**config.mk**
```make
export PLATFORM = sky130hd
export DESIGN_NAME = wdt_core
export DESIGN_NICKNAME = d
export VERILOG_FILES = /design/src/rtl/wdt_pkg.sv /design/src/rtl/wdt_tick_gen.sv /design/src/rtl/wdt_down_counter.sv /design/src/rtl/wdt_rst_gate.sv /design/src/rtl/wdt_core.sv
export SDC_FILE = /design/constraint.sdc
export NUM_CORES = 1
export LEC_CHECK = 0
export ABC_AREA = 1
export ABC_CLOCK_PERIOD_IN_PS = 2750
export BUFFER_PORTS_ARGS = -buffer_cell sky130_fd_sc_hd__buf_2
export CORE_ASPECT_RATIO = 0.7
export CORE_UTILIZATION = 55
export DETAILED_ROUTE_END_ITERATION = 10
export PLACE_DENSITY = 0.81
export SLEW_MARGIN = 20
export SYNTH_ARGS = -nofsm -noshare
export SYNTH_HDL_FRONTEND = slang
export SYNTH_HIERARCHICAL = 1
export SYNTH_SLANG_ARGS = --single-unit
```
**constraint.sdc**
```tcl
create_clock -name clk -period 2.75 [get_ports clk]
set_input_delay 0.275 -clock clk [delete_from_list [all_inputs] [get_ports clk]]
set_output_delay 0.275 -clock clk [all_outputs]
set_load 0.01 [all_outputs]
```
**src/rtl/wdt_pkg.sv**
```systemverilog
package wdt_pkg;

    localparam int DATA_W    = 32;
    localparam int ADDR_W    = 8;
    localparam int RATIO_W   = 3;

    // register offsets
    localparam logic [ADDR_W-1:0] OFS_CTRL  = 8'h00;
    localparam logic [ADDR_W-1:0] OFS_STAT  = 8'h04;
    localparam logic [ADDR_W-1:0] OFS_RSTEN = 8'h08;
    localparam logic [ADDR_W-1:0] OFS_MASK  = 8'h0C;
    localparam logic [ADDR_W-1:0] OFS_COUNT = 8'h34;

    // bit positions
    localparam int RUN_BIT   = 8;
    localparam int FIXED_BIT = 10;
    localparam int RATIO_LSB = 16;
    localparam int EXP_BIT   = 31;
    localparam int RSTEN_BIT = 8;
    localparam int MASK_BIT  = 10;

    typedef struct packed {
        logic [RATIO_W-1:0] ratio;
        logic               fixed_sel;
        logic               run;
    } ctrl_t;

    function automatic ctrl_t ctrl_from_word(input logic [DATA_W-1:0] w);
        ctrl_t c;
        c.ratio     = w[RATIO_LSB +: RATIO_W];
        c.fixed_sel = w[FIXED_BIT];
        c.run       = w[RUN_BIT];
        return c;
    endfunction

    function automatic logic [DATA_W-1:0] ctrl_to_word(input ctrl_t c);
        logic [DATA_W-1:0] w;
        w = '0;
        w[RATIO_LSB +: RATIO_W] = c.ratio;
        w[FIXED_BIT]            = c.fixed_sel;
        w[RUN_BIT]              = c.run;
        return w;
    endfunction

endpackage

```
**src/rtl/wdt_tick_gen.sv**
```systemverilog
module wdt_tick_gen #(
    parameter int RATIO_W = wdt_pkg::RATIO_W
) (
    input  logic               clk,
    input  logic               rst,
    input  logic               run_i,
    input  logic               fixed_sel_i,
    input  logic [RATIO_W-1:0] ratio_i,
    input  logic               fixed_tick_i,
    output logic               tick_o
);
    localparam int PRE_W = (1 << RATIO_W) - 1;
    localparam logic [PRE_W-1:0] ONE = 1;

    logic [PRE_W-1:0] pre_cnt;
    logic [PRE_W-1:0] limit;
    logic             div_hit;

    // 2^ratio - 1; wraps correctly for the largest ratio
    always_comb limit = (ONE << ratio_i) - ONE;
    assign div_hit = (pre_cnt == limit);

    always_ff @(posedge clk) begin
        if (rst || !run_i)   pre_cnt <= '0;
        else if (div_hit)    pre_cnt <= '0;
        else                 pre_cnt <= pre_cnt + ONE;
    end

    assign tick_o = run_i && (fixed_sel_i ? fixed_tick_i : div_hit);

    // divided ticks with ratio >= 1 are never back to back
    assert_tick_spacing_R7: assert property (@(posedge clk) disable iff (rst)
        (tick_o && !fixed_sel_i && ratio_i != '0)
            |=> (!tick_o || fixed_sel_i || ratio_i == '0));

endmodule

```
**src/rtl/wdt_down_counter.sv**
```systemverilog
module wdt_down_counter #(
    parameter int CNT_W = 32
) (
    input  logic             clk,
    input  logic             rst,
    input  logic             load_i,
    input  logic [CNT_W-1:0] load_val_i,
    input  logic             tick_i,
    output logic [CNT_W-1:0] cnt_o,
    output logic             zero_o,
    output logic             expire_o
);
    localparam logic [CNT_W-1:0] CNT_MAX = '1;
    localparam logic [CNT_W-1:0] CNT_ONE = 1;

    always_ff @(posedge clk) begin
        if (rst)                         cnt_o <= CNT_MAX;
        else if (load_i)                 cnt_o <= load_val_i;
        else if (tick_i && !zero_o)      cnt_o <= cnt_o - CNT_ONE;
    end

    assign zero_o   = (cnt_o == '0);
    assign expire_o = tick_i && !load_i && (cnt_o == CNT_ONE);

    assert_step_R3: assert property (@(posedge clk) disable iff (rst)
        (tick_i && !load_i && !zero_o) |=> (cnt_o == $past(cnt_o) - CNT_ONE));

    assert_hold_zero_R4: assert property (@(posedge clk) disable iff (rst)
        (zero_o && !load_i) |=> zero_o);

    assert_stall_R2: assert property (@(posedge clk) disable iff (rst)
        (!tick_i && !load_i) |=> $stable(cnt_o));

endmodule

```
**src/rtl/wdt_rst_gate.sv**
```systemverilog
module wdt_rst_gate (
    input  logic clk,
    input  logic rst,
    input  logic expired_i,
    input  logic cnt_zero_i,
    input  logic run_i,
    input  logic rst_en_i,
    input  logic mask_i,
    output logic sys_rst_o
);
    always_ff @(posedge clk) begin
        if (rst) sys_rst_o <= 1'b0;
        else     sys_rst_o <= expired_i && cnt_zero_i && run_i && rst_en_i && !mask_i;
    end

    assert_mask_blocks_R10: assert property (@(posedge clk) disable iff (rst)
        mask_i |=> !sys_rst_o);

    assert_stop_blocks_R10: assert property (@(posedge clk) disable iff (rst)
        !run_i |=> !sys_rst_o);

    assert_needs_enable_R9: assert property (@(posedge clk) disable iff (rst)
        !rst_en_i |=> !sys_rst_o);

endmodule

```
**src/rtl/wdt_core.sv**
```systemverilog
module wdt_core #(
    parameter int CNT_W  = 32,
    parameter int DATA_W = wdt_pkg::DATA_W,
    parameter int ADDR_W = wdt_pkg::ADDR_W
) (
    input  logic              clk,
    input  logic              rst,
    input  logic              bus_sel_i,
    input  logic              bus_wr_i,
    input  logic [ADDR_W-1:0] bus_addr_i,
    input  logic [DATA_W-1:0] bus_wdata_i,
    output logic [DATA_W-1:0] bus_rdata_o,
    input  logic              fixed_tick_i,
    output logic              irq_o,
    output logic              sys_rst_o
);
    import wdt_pkg::*;

    ctrl_t            ctrl_q;
    logic             rst_en_q;
    logic             mask_q;
    logic             expired_q;
    logic             wr_en;
    logic             tick;
    logic             load;
    logic             cnt_zero;
    logic             expire;
    logic [CNT_W-1:0] cnt;
    logic             unused_wbits;

    assign wr_en = bus_sel_i && bus_wr_i;
    assign load  = wr_en && (bus_addr_i == OFS_COUNT);
    assign unused_wbits = ^bus_wdata_i;

    always_ff @(posedge clk) begin
        if (rst) begin
            ctrl_q   <= '0;
            rst_en_q <= 1'b0;
            mask_q   <= 1'b0;
        end else if (wr_en) begin
            case (bus_addr_i)
                OFS_CTRL:  ctrl_q   <= ctrl_from_word(bus_wdata_i);
                OFS_RSTEN: rst_en_q <= bus_wdata_i[RSTEN_BIT];
                OFS_MASK:  mask_q   <= bus_wdata_i[MASK_BIT];
                default: ;
            endcase
        end
    end

    // sticky flag: expiry wins over a clearing write in the same cycle
    always_ff @(posedge clk) begin
        if (rst)
            expired_q <= 1'b0;
        else if (expire)
            expired_q <= 1'b1;
        else if (wr_en && bus_addr_i == OFS_STAT && !bus_wdata_i[EXP_BIT])
            expired_q <= 1'b0;
    end

    wdt_tick_gen #(.RATIO_W(RATIO_W)) u_tick (
        .clk          (clk),
        .rst          (rst),
        .run_i        (ctrl_q.run),
        .fixed_sel_i  (ctrl_q.fixed_sel),
        .ratio_i      (ctrl_q.ratio),
        .fixed_tick_i (fixed_tick_i),
        .tick_o       (tick)
    );

    wdt_down_counter #(.CNT_W(CNT_W)) u_cnt (
        .clk        (clk),
        .rst        (rst),
        .load_i     (load),
        .load_val_i (bus_wdata_i[CNT_W-1:0]),
        .tick_i     (tick),
        .cnt_o      (cnt),
        .zero_o     (cnt_zero),
        .expire_o   (expire)
    );

    wdt_rst_gate u_gate (
        .clk        (clk),
        .rst        (rst),
        .expired_i  (expired_q),
        .cnt_zero_i (cnt_zero),
        .run_i      (ctrl_q.run),
        .rst_en_i   (rst_en_q),
        .mask_i     (mask_q),
        .sys_rst_o  (sys_rst_o)
    );

    assign irq_o = expired_q;

    always_comb begin
        bus_rdata_o = '0;
        if (bus_sel_i) begin
            case (bus_addr_i)
                OFS_CTRL:  bus_rdata_o = ctrl_to_word(ctrl_q);
                OFS_STAT:  bus_rdata_o[EXP_BIT]   = expired_q;
                OFS_RSTEN: bus_rdata_o[RSTEN_BIT] = rst_en_q;
                OFS_MASK:  bus_rdata_o[MASK_BIT]  = mask_q;
                OFS_COUNT: bus_rdata_o = DATA_W'(cnt);
                default:   bus_rdata_o = '0;
            endcase
        end
    end

    // the flag only rises together with the counter reaching zero
    assert_set_at_zero_R5: assert property (@(posedge clk) disable iff (rst)
        $rose(expired_q) |-> cnt_zero);

    // reset request implies the interrupt was pending in the prior cycle
    assert_rst_after_flag_R9: assert property (@(posedge clk) disable iff (rst)
        $rose(sys_rst_o) |-> $past(irq_o));

endmodule

```
==> results of run 1 <==
-- path summary, 6_finish.rpt --
kind / startpoint / to / slack, ps
worst min register to register: u_tick/pre_cnt[0]$_SDFF_PP0_ / u_tick/pre_cnt[0]$_SDFF_PP0_ / 500
worst min-delay path: bus_wdata_i[0] / u_cnt/cnt_o[0]$_SDFFE_PP1P_ / 210
worst max register to register: ctrl_q[4]$_SDFFE_PP0P_ / u_cnt/cnt_o[28]$_SDFFE_PP1P_ / 480
worst max-delay path: ctrl_q[4]$_SDFFE_PP0P_ / u_cnt/cnt_o[28]$_SDFFE_PP1P_ / 480
-- layout make-up --
type	instances	area [µm²]	share of cell area, %
Sequential cell	48	961	21.6
Timing Repair Buffer	85	443	9.96
Multi-Input combinational cell	538	2460	55.3
Clock buffer	5	68.8	1.55
Tap cell	94	118	2.64
Clock inverter	3	42.5	0.956
Inverter	95	357	8.02
-- worst register-to-register path, stage by stage, from the launching register on --
cell and delay (ps):
dfxtp_1 550, nand2_1 150, nand3_1 100, nand2_1 50, nor2_1 110, nand3_1 150
a21oi_1 290, inv_1 120, nor2_2 320, nor2_8 150, nand2_1 100, nand3_1 70
-- placed cells by master, fill, tap and decap left out, types with 4 or more instances in the layout --
master,Yosys,layout
nor2_1,99,98
buf_4,1,7
clkbuf_8,0,5
nand2_1,241,241
inv_1,93,93
buf_2,4,78
nand3_1,105,105
a21oi_1,15,15
or2_2,4,4
nand4_1,7,7
nor2_2,25,26
o21ai_0,10,10
xor2_1,4,4
dfxtp_1,48,48
-- sequential cells by signal (all words and copies together), names as in the netlist --
register          count
u_tick/pre_cnt        7
ctrl_q                5
u_gate/sys_rst_o      1
u_cnt/cnt_o          32
irq_o                 1
mask_q                1
rst_en_q              1
-- per-stage QoR --
stage	power [W]	utilization, %	cell area [µm²]
floorplan	0.000740	-	3900
global placement	0.000785	63.9	4340
detailed placement	0.000786	63.9	4340
CTS	0.00131	65.5	4450
global route	0.00134	65.5	4450
finish	0.00130	65.5	4450
-- metal layers --
layer / vias to the layer above / global-route usage (%)
li1: 2315 / -
met1: 1995 / 42.4
met2: 211 / 47.2
met3: 11 / 3.47
met4: 0 / 8.73
met5: - / 0
-- power by group through the flow --
stage | Clock, W | Sequential [W] | Combinational [W]
global route | 0.000566 | 0.000698 | 0.0000813
global placement | 0 | 0.000713 | 0.0000716
CTS | 0.000541 | 0.000697 | 0.0000728
detailed placement | 0 | 0.000713 | 0.0000726
floorplan | 0 | 0.000713 | 0.0000272
finish | 0.000528 | 0.000697 | 0.0000736
-- synthesized netlist by cell type (5+ instances only) --
| cell | instances |
|---|---|
| a21oi_1 | 15 |
| buf_6 | 5 |
| clkbuf_1 | 11 |
| dfxtp_1 | 48 |
| inv_1 | 93 |
| nand2_1 | 241 |
| nand3_1 | 105 |
| nand4_1 | 7 |
| nor2_1 | 99 |
| nor2_2 | 25 |
| o21ai_0 | 10 |
-- cell families (layout without fill, tap and decap cells) --
group / count (synthesis) / count (layout) / synth area share [%]
buffers and inverters: 116 / 188 / 12.4
adders and majority gates: 3 / 3 / 0.963
AOI/OAI and AO/OA: 31 / 31 / 4.46
xor gates and xnor gates: 6 / 6 / 1.35
and+or+nand+nor: 498 / 498 / 56.2
DFF: 48 / 48 / 24.6
==> results.txt, run 1 <==
P_int: 0.000996 W
Total Nets Final: 821
H-tree depth: 2
Fin. Hold Viols: 0
Setup skew after layout: 9.18 ps
Worst Path Buf+Inv: 1
TritonCTS Buffers: 5
Maxcap violations: 0
Reg2Reg Depth: 11
DP HPWL: 7.84 mm
Port bufs: 78
GRT overflow: 0
Fillers: 692
Worst slew margin: 55.1%
Top cells by area, synth: dfxtp_1, nand2_1, nand3_1, nor2_1, inv_1
Antenna diode count: 0
Largest net degree at the start of global routing: 32
Post-synth ARST share: 0%
Met2 wire length: 4.67 mm
Final WL: 10.7 mm
CTS clk-pin slew, worst paths: 90 ps
Layout area overhead: 14.1%
Post-placement cell count: 860
1st-iter DRT viols: 363
IO Count: 79
Layout cells sized above 1: 17.4%
Hold depth: 3
Final min period: 2270 ps
Top layer reached by signal wires: met4
Die Wd: 103 µm
Final std cells w/o fill: 868
Die Ht: 72.4 µm
Pwr dens: 292 nW/µm²
Clock net sink count: 48
Setup violations, final: 0
FMAX: 0.440 GHz
Setup crit end kind: flip-flop
CP Max Fanout: 26
Final antenna-violating net count: 0
Core area: 6790 µm²
Clock tree buffer depth: 2
Standard-cell rows: 25
Skew-Pair Late Insertion Delay: 310 ps
Critical path required time: 2930 ps
Cell taking the most area after synthesis: dfxtp_1
First-pass GRT wire length: 17.4 mm
Detailed-route DRC error count: 0
Hold Crit Class: in -> reg
Critical path start-end classification: reg -> reg
Post-CTS setup buffers: 0
Post-Syn Area: 3900 µm²
Final Slew Violations: 0
Sequential power share: 53.7%
Routability cong.: 0.942
P_leak: 2.67 nW
Post-cts resize count: 0
Clock power share: 40.7%
Initial Utilization: 57.4%
RSZ-0062 raised after global routing: no
Syn Area/Cell: 5.55 µm²
CTS root buffer: clkbuf_8
Initial antenna violation count: 0
Via Count: 4,532
EDFF count, synth: 0
Drt pass-1 iters: 5
Combinational share of power: 5.7%
Peak supply drop: 188 µV
Cells after Synth: 702
Top FF cell, synth: dfxtp_1
Worst Tran Pin Value: 671 ps
Mapped Nets: 750
Critical path's slowest cell: dfxtp_1
CP Launch Type: flip-flop
Total Routing Usage GR: 29.8%
Synth warn: 6
Cts hold-fix bufs: 0
Setup tns final: 0 ps
Wirelength per Cell: 12.3 µm
DRT met1 WL: 5.07 mm
CP max stage delay: 550 ps
Cells along the critical path: nand2_1 -> nand3_1 -> nand2_1 -> nor2_1 -> nand3_1 -> a21oi_1 -> inv_1 -> nor2_2 -> nor2_8 -> nand2_1 -> nand3_1
Vias per Instance: 5.22
WP data arrival: 2450 ps
Seq/Total Area, Yosys: 24.6%
Met3 wire len: 857 µm
Cell family with most CP delay: simple AND/OR/NAND/NOR gates
Place WS: 490 ps
Sw Pwr: 0.000303 W
Number of global-route vias before repair: 3,813
Sw frac: 23.3%
Fin Hold WS: 212 ps
CTS tree: yes
Die ar.: 7430 µm²
Synth cell types: 31
#FFs+latches synth: 48
Fin worst setup slack: 477 ps
Post-synth top area share: 24.6%
Part of the cycle the worst path needs: 82.7%
Status: finished clean
WP depth: 11
Note: power is estimated with default switching activity, not from simulation.
==> inputs of run 2 (changes only) <==
ABC_CLOCK_PERIOD_IN_PS = 2150   (was 2750)
clock period = 2.15 ns   (was 2.75 ns; I/O delays follow)
==> run 2 against run 1 <==
Critical path depth decreased by 1. Register-to-register slack worse by 280 ps. Final cell count grew 0.92%. Maximum frequency rose by 17%. Global-route usage rose by 0.61 points. Clock power is 76% higher. Clock skew grew 1.2 ps. Core utilization up 1.9 points. Die area stayed put. Wire length up 2.4%. Count of clock-buffer cells in the layout did not move. Sequential power increased by 28%. Largest power group is now the clock network.
==> results.txt, run 2 (same netlist as run 1, synthesis figures left out) <==
Status: finished clean
Worst slew margin: 72.2%
Layout cells sized above 1: 18.7%
Setup tns final: 0 ps
Worst R2R Setup Slack: 200 ps
FMAX: 0.513 GHz
First-pass GRT wire length: 18.1 mm
Initial antenna violation count: 0
Number of global-route vias before repair: 4,001
Final std cells w/o fill: 876
1st-iter DRT viols: 380
Total Routing Usage GR: 30.4%
Wirelength per Cell: 12.5 µm
DP HPWL: 7.84 mm
Setup crit end kind: flip-flop
Hold depth: 3
Largest regs: u_cnt/cnt_o x32, u_tick/pre_cnt x7, ctrl_q x5
Clock tree buffer depth: 2
Final WL: 11.0 mm
Post-cts resize count: 0
Core area: 6790 µm²
IO Count: 79
Design area: 4580 µm²
CTS root buffer: clkbuf_8
Hold Crit Class: in -> reg
Max reg flops: 32
Reg2Reg Depth: 10
Core Util, Final: 67.4%
Drt pass-1 iters: 5
Final min period: 1950 ps
Final Slew Violations: 0
Die Wd: 103 µm
P_leak: 2.75 nW
Post-CTS setup buffers: 0
Clock net sink count: 48
GRT overflow: 0
TritonCTS Buffers: 5
CP Max Fanout: 26
Critical path required time: 2400 ps
Commonest non-fill, non-tap cell in the layout: nand2_1
CTS clk-pin slew, worst paths: 100 ps
Commonest cells after routing, fill and taps aside: nand2_1, nand3_1, nor2_1
Detailed-route DRC error count: 0
Peak supply drop: 311 µV
Total Nets Final: 829
Critical path start-end classification: reg -> reg
Port bufs: 78
Final antenna-violating net count: 0
Area of the multi-input gates: 2460 µm²
Skew-Pair Late Insertion Delay: 310 ps
Initial Utilization: 57.4%
WP data arrival: 2210 ps
Top reg by flops: u_cnt/cnt_o
Antenna diode count: 0
Fin. Hold Viols: 0
Routability cong.: 0.906
Fillers: 675
Via Count: 4,558
Maxcap violations: 0
CP Launch Type: flip-flop
Pwr dens: 418 nW/µm²
Die Ht: 72.4 µm
Post-placement cell count: 868
Register area: 970 µm²
Layout area overhead: 17.4%
Standard-cell rows: 25
Vias per Instance: 5.20
Part of the cycle the worst path needs: 90.7%
Setup violations, final: 0
RSZ-0062 raised after global routing: no
CTS tree: yes
Cts hold-fix bufs: 0
Dpl cell area: 4410 µm²
Setup skew after layout: 10.4 ps
H-tree depth: 2
Worst Tran Pin Value: 416 ps
Largest net degree at the start of global routing: 44
Die ar.: 7430 µm²
==> run 2: cell count changes in the layout (fill, tap and decap cells not counted), sizes merged <==
cell / change
clkinvlp: -1
clkinv: -1
buf: +8
bufinv: +2
==> run 2: path summary, 6_finish.rpt <==
kind / start / end
max: u_cnt/cnt_o[0]$_SDFFE_PP1P_ / u_cnt/cnt_o[16]$_SDFFE_PP1P_
min: bus_wdata_i[0] / u_cnt/cnt_o[0]$_SDFFE_PP1P_
max reg2reg: u_cnt/cnt_o[0]$_SDFFE_PP1P_ / u_cnt/cnt_o[16]$_SDFFE_PP1P_
min reg2reg: ctrl_q[1]$_SDFFE_PP0P_ / ctrl_q[1]$_SDFFE_PP0P_
==> run 2: layout make-up <==
cell class / count / share of cell area [%]
Clock buffer: 5 / 1.50
Clock inverter: 3 / 1.97
Inverter: 95 / 7.79
Multi-Input combinational cell: 538 / 53.7
Sequential cell: 48 / 21.2
Tap cell: 94 / 2.57
Timing Repair Buffer: 93 / 11.3
==> run 2: per-stage QoR <==
step                      setup slack, ps  power [W]  hold slack, ps
final                                 199    0.00192             155
after detailed placement             98.5    0.00101             460
after CTS                            73.2    0.00192             146
after floorplan                      1.89   0.000947             284
after global routing                 23.2    0.00196             176
after global placement                198    0.00101             457
==> run 2: per-layer routing <==
layer | wire (µm) | vias up | global-route usage [%]
met5 | 0 | - | 0
met4 | 108 | 0 | 6.51
met3 | 1080 | 14 | 3.47
met2 | 4840 | 220 | 49.0
met1 | 4930 | 1995 | 43.5
li1 | - | 2329 | -
==> run 2: critical path: stages, from the launching register on <==
cell and delay [ps]:
dfxtp_1 350, inv_1 150, ha_1 240, nand2_4 100
nor2_8 180, nand2_4 90, nor2_4 130, nor2_2 80
nor2_8 340, nand2_1 120, nand3_1 110
==> run 2: power by group <==
| part | leakage [nW] | switching [W] | internal (W) |
|---|---|---|---|
| logic | 2.28 | 0.0000560 | 0.0000402 |
| clock network | 0.0784 | 0.000347 | 0.000582 |
| registers | 0.390 | 0.00000217 | 0.000887 |
| total | 2.75 | 0.000406 | 0.00151 |
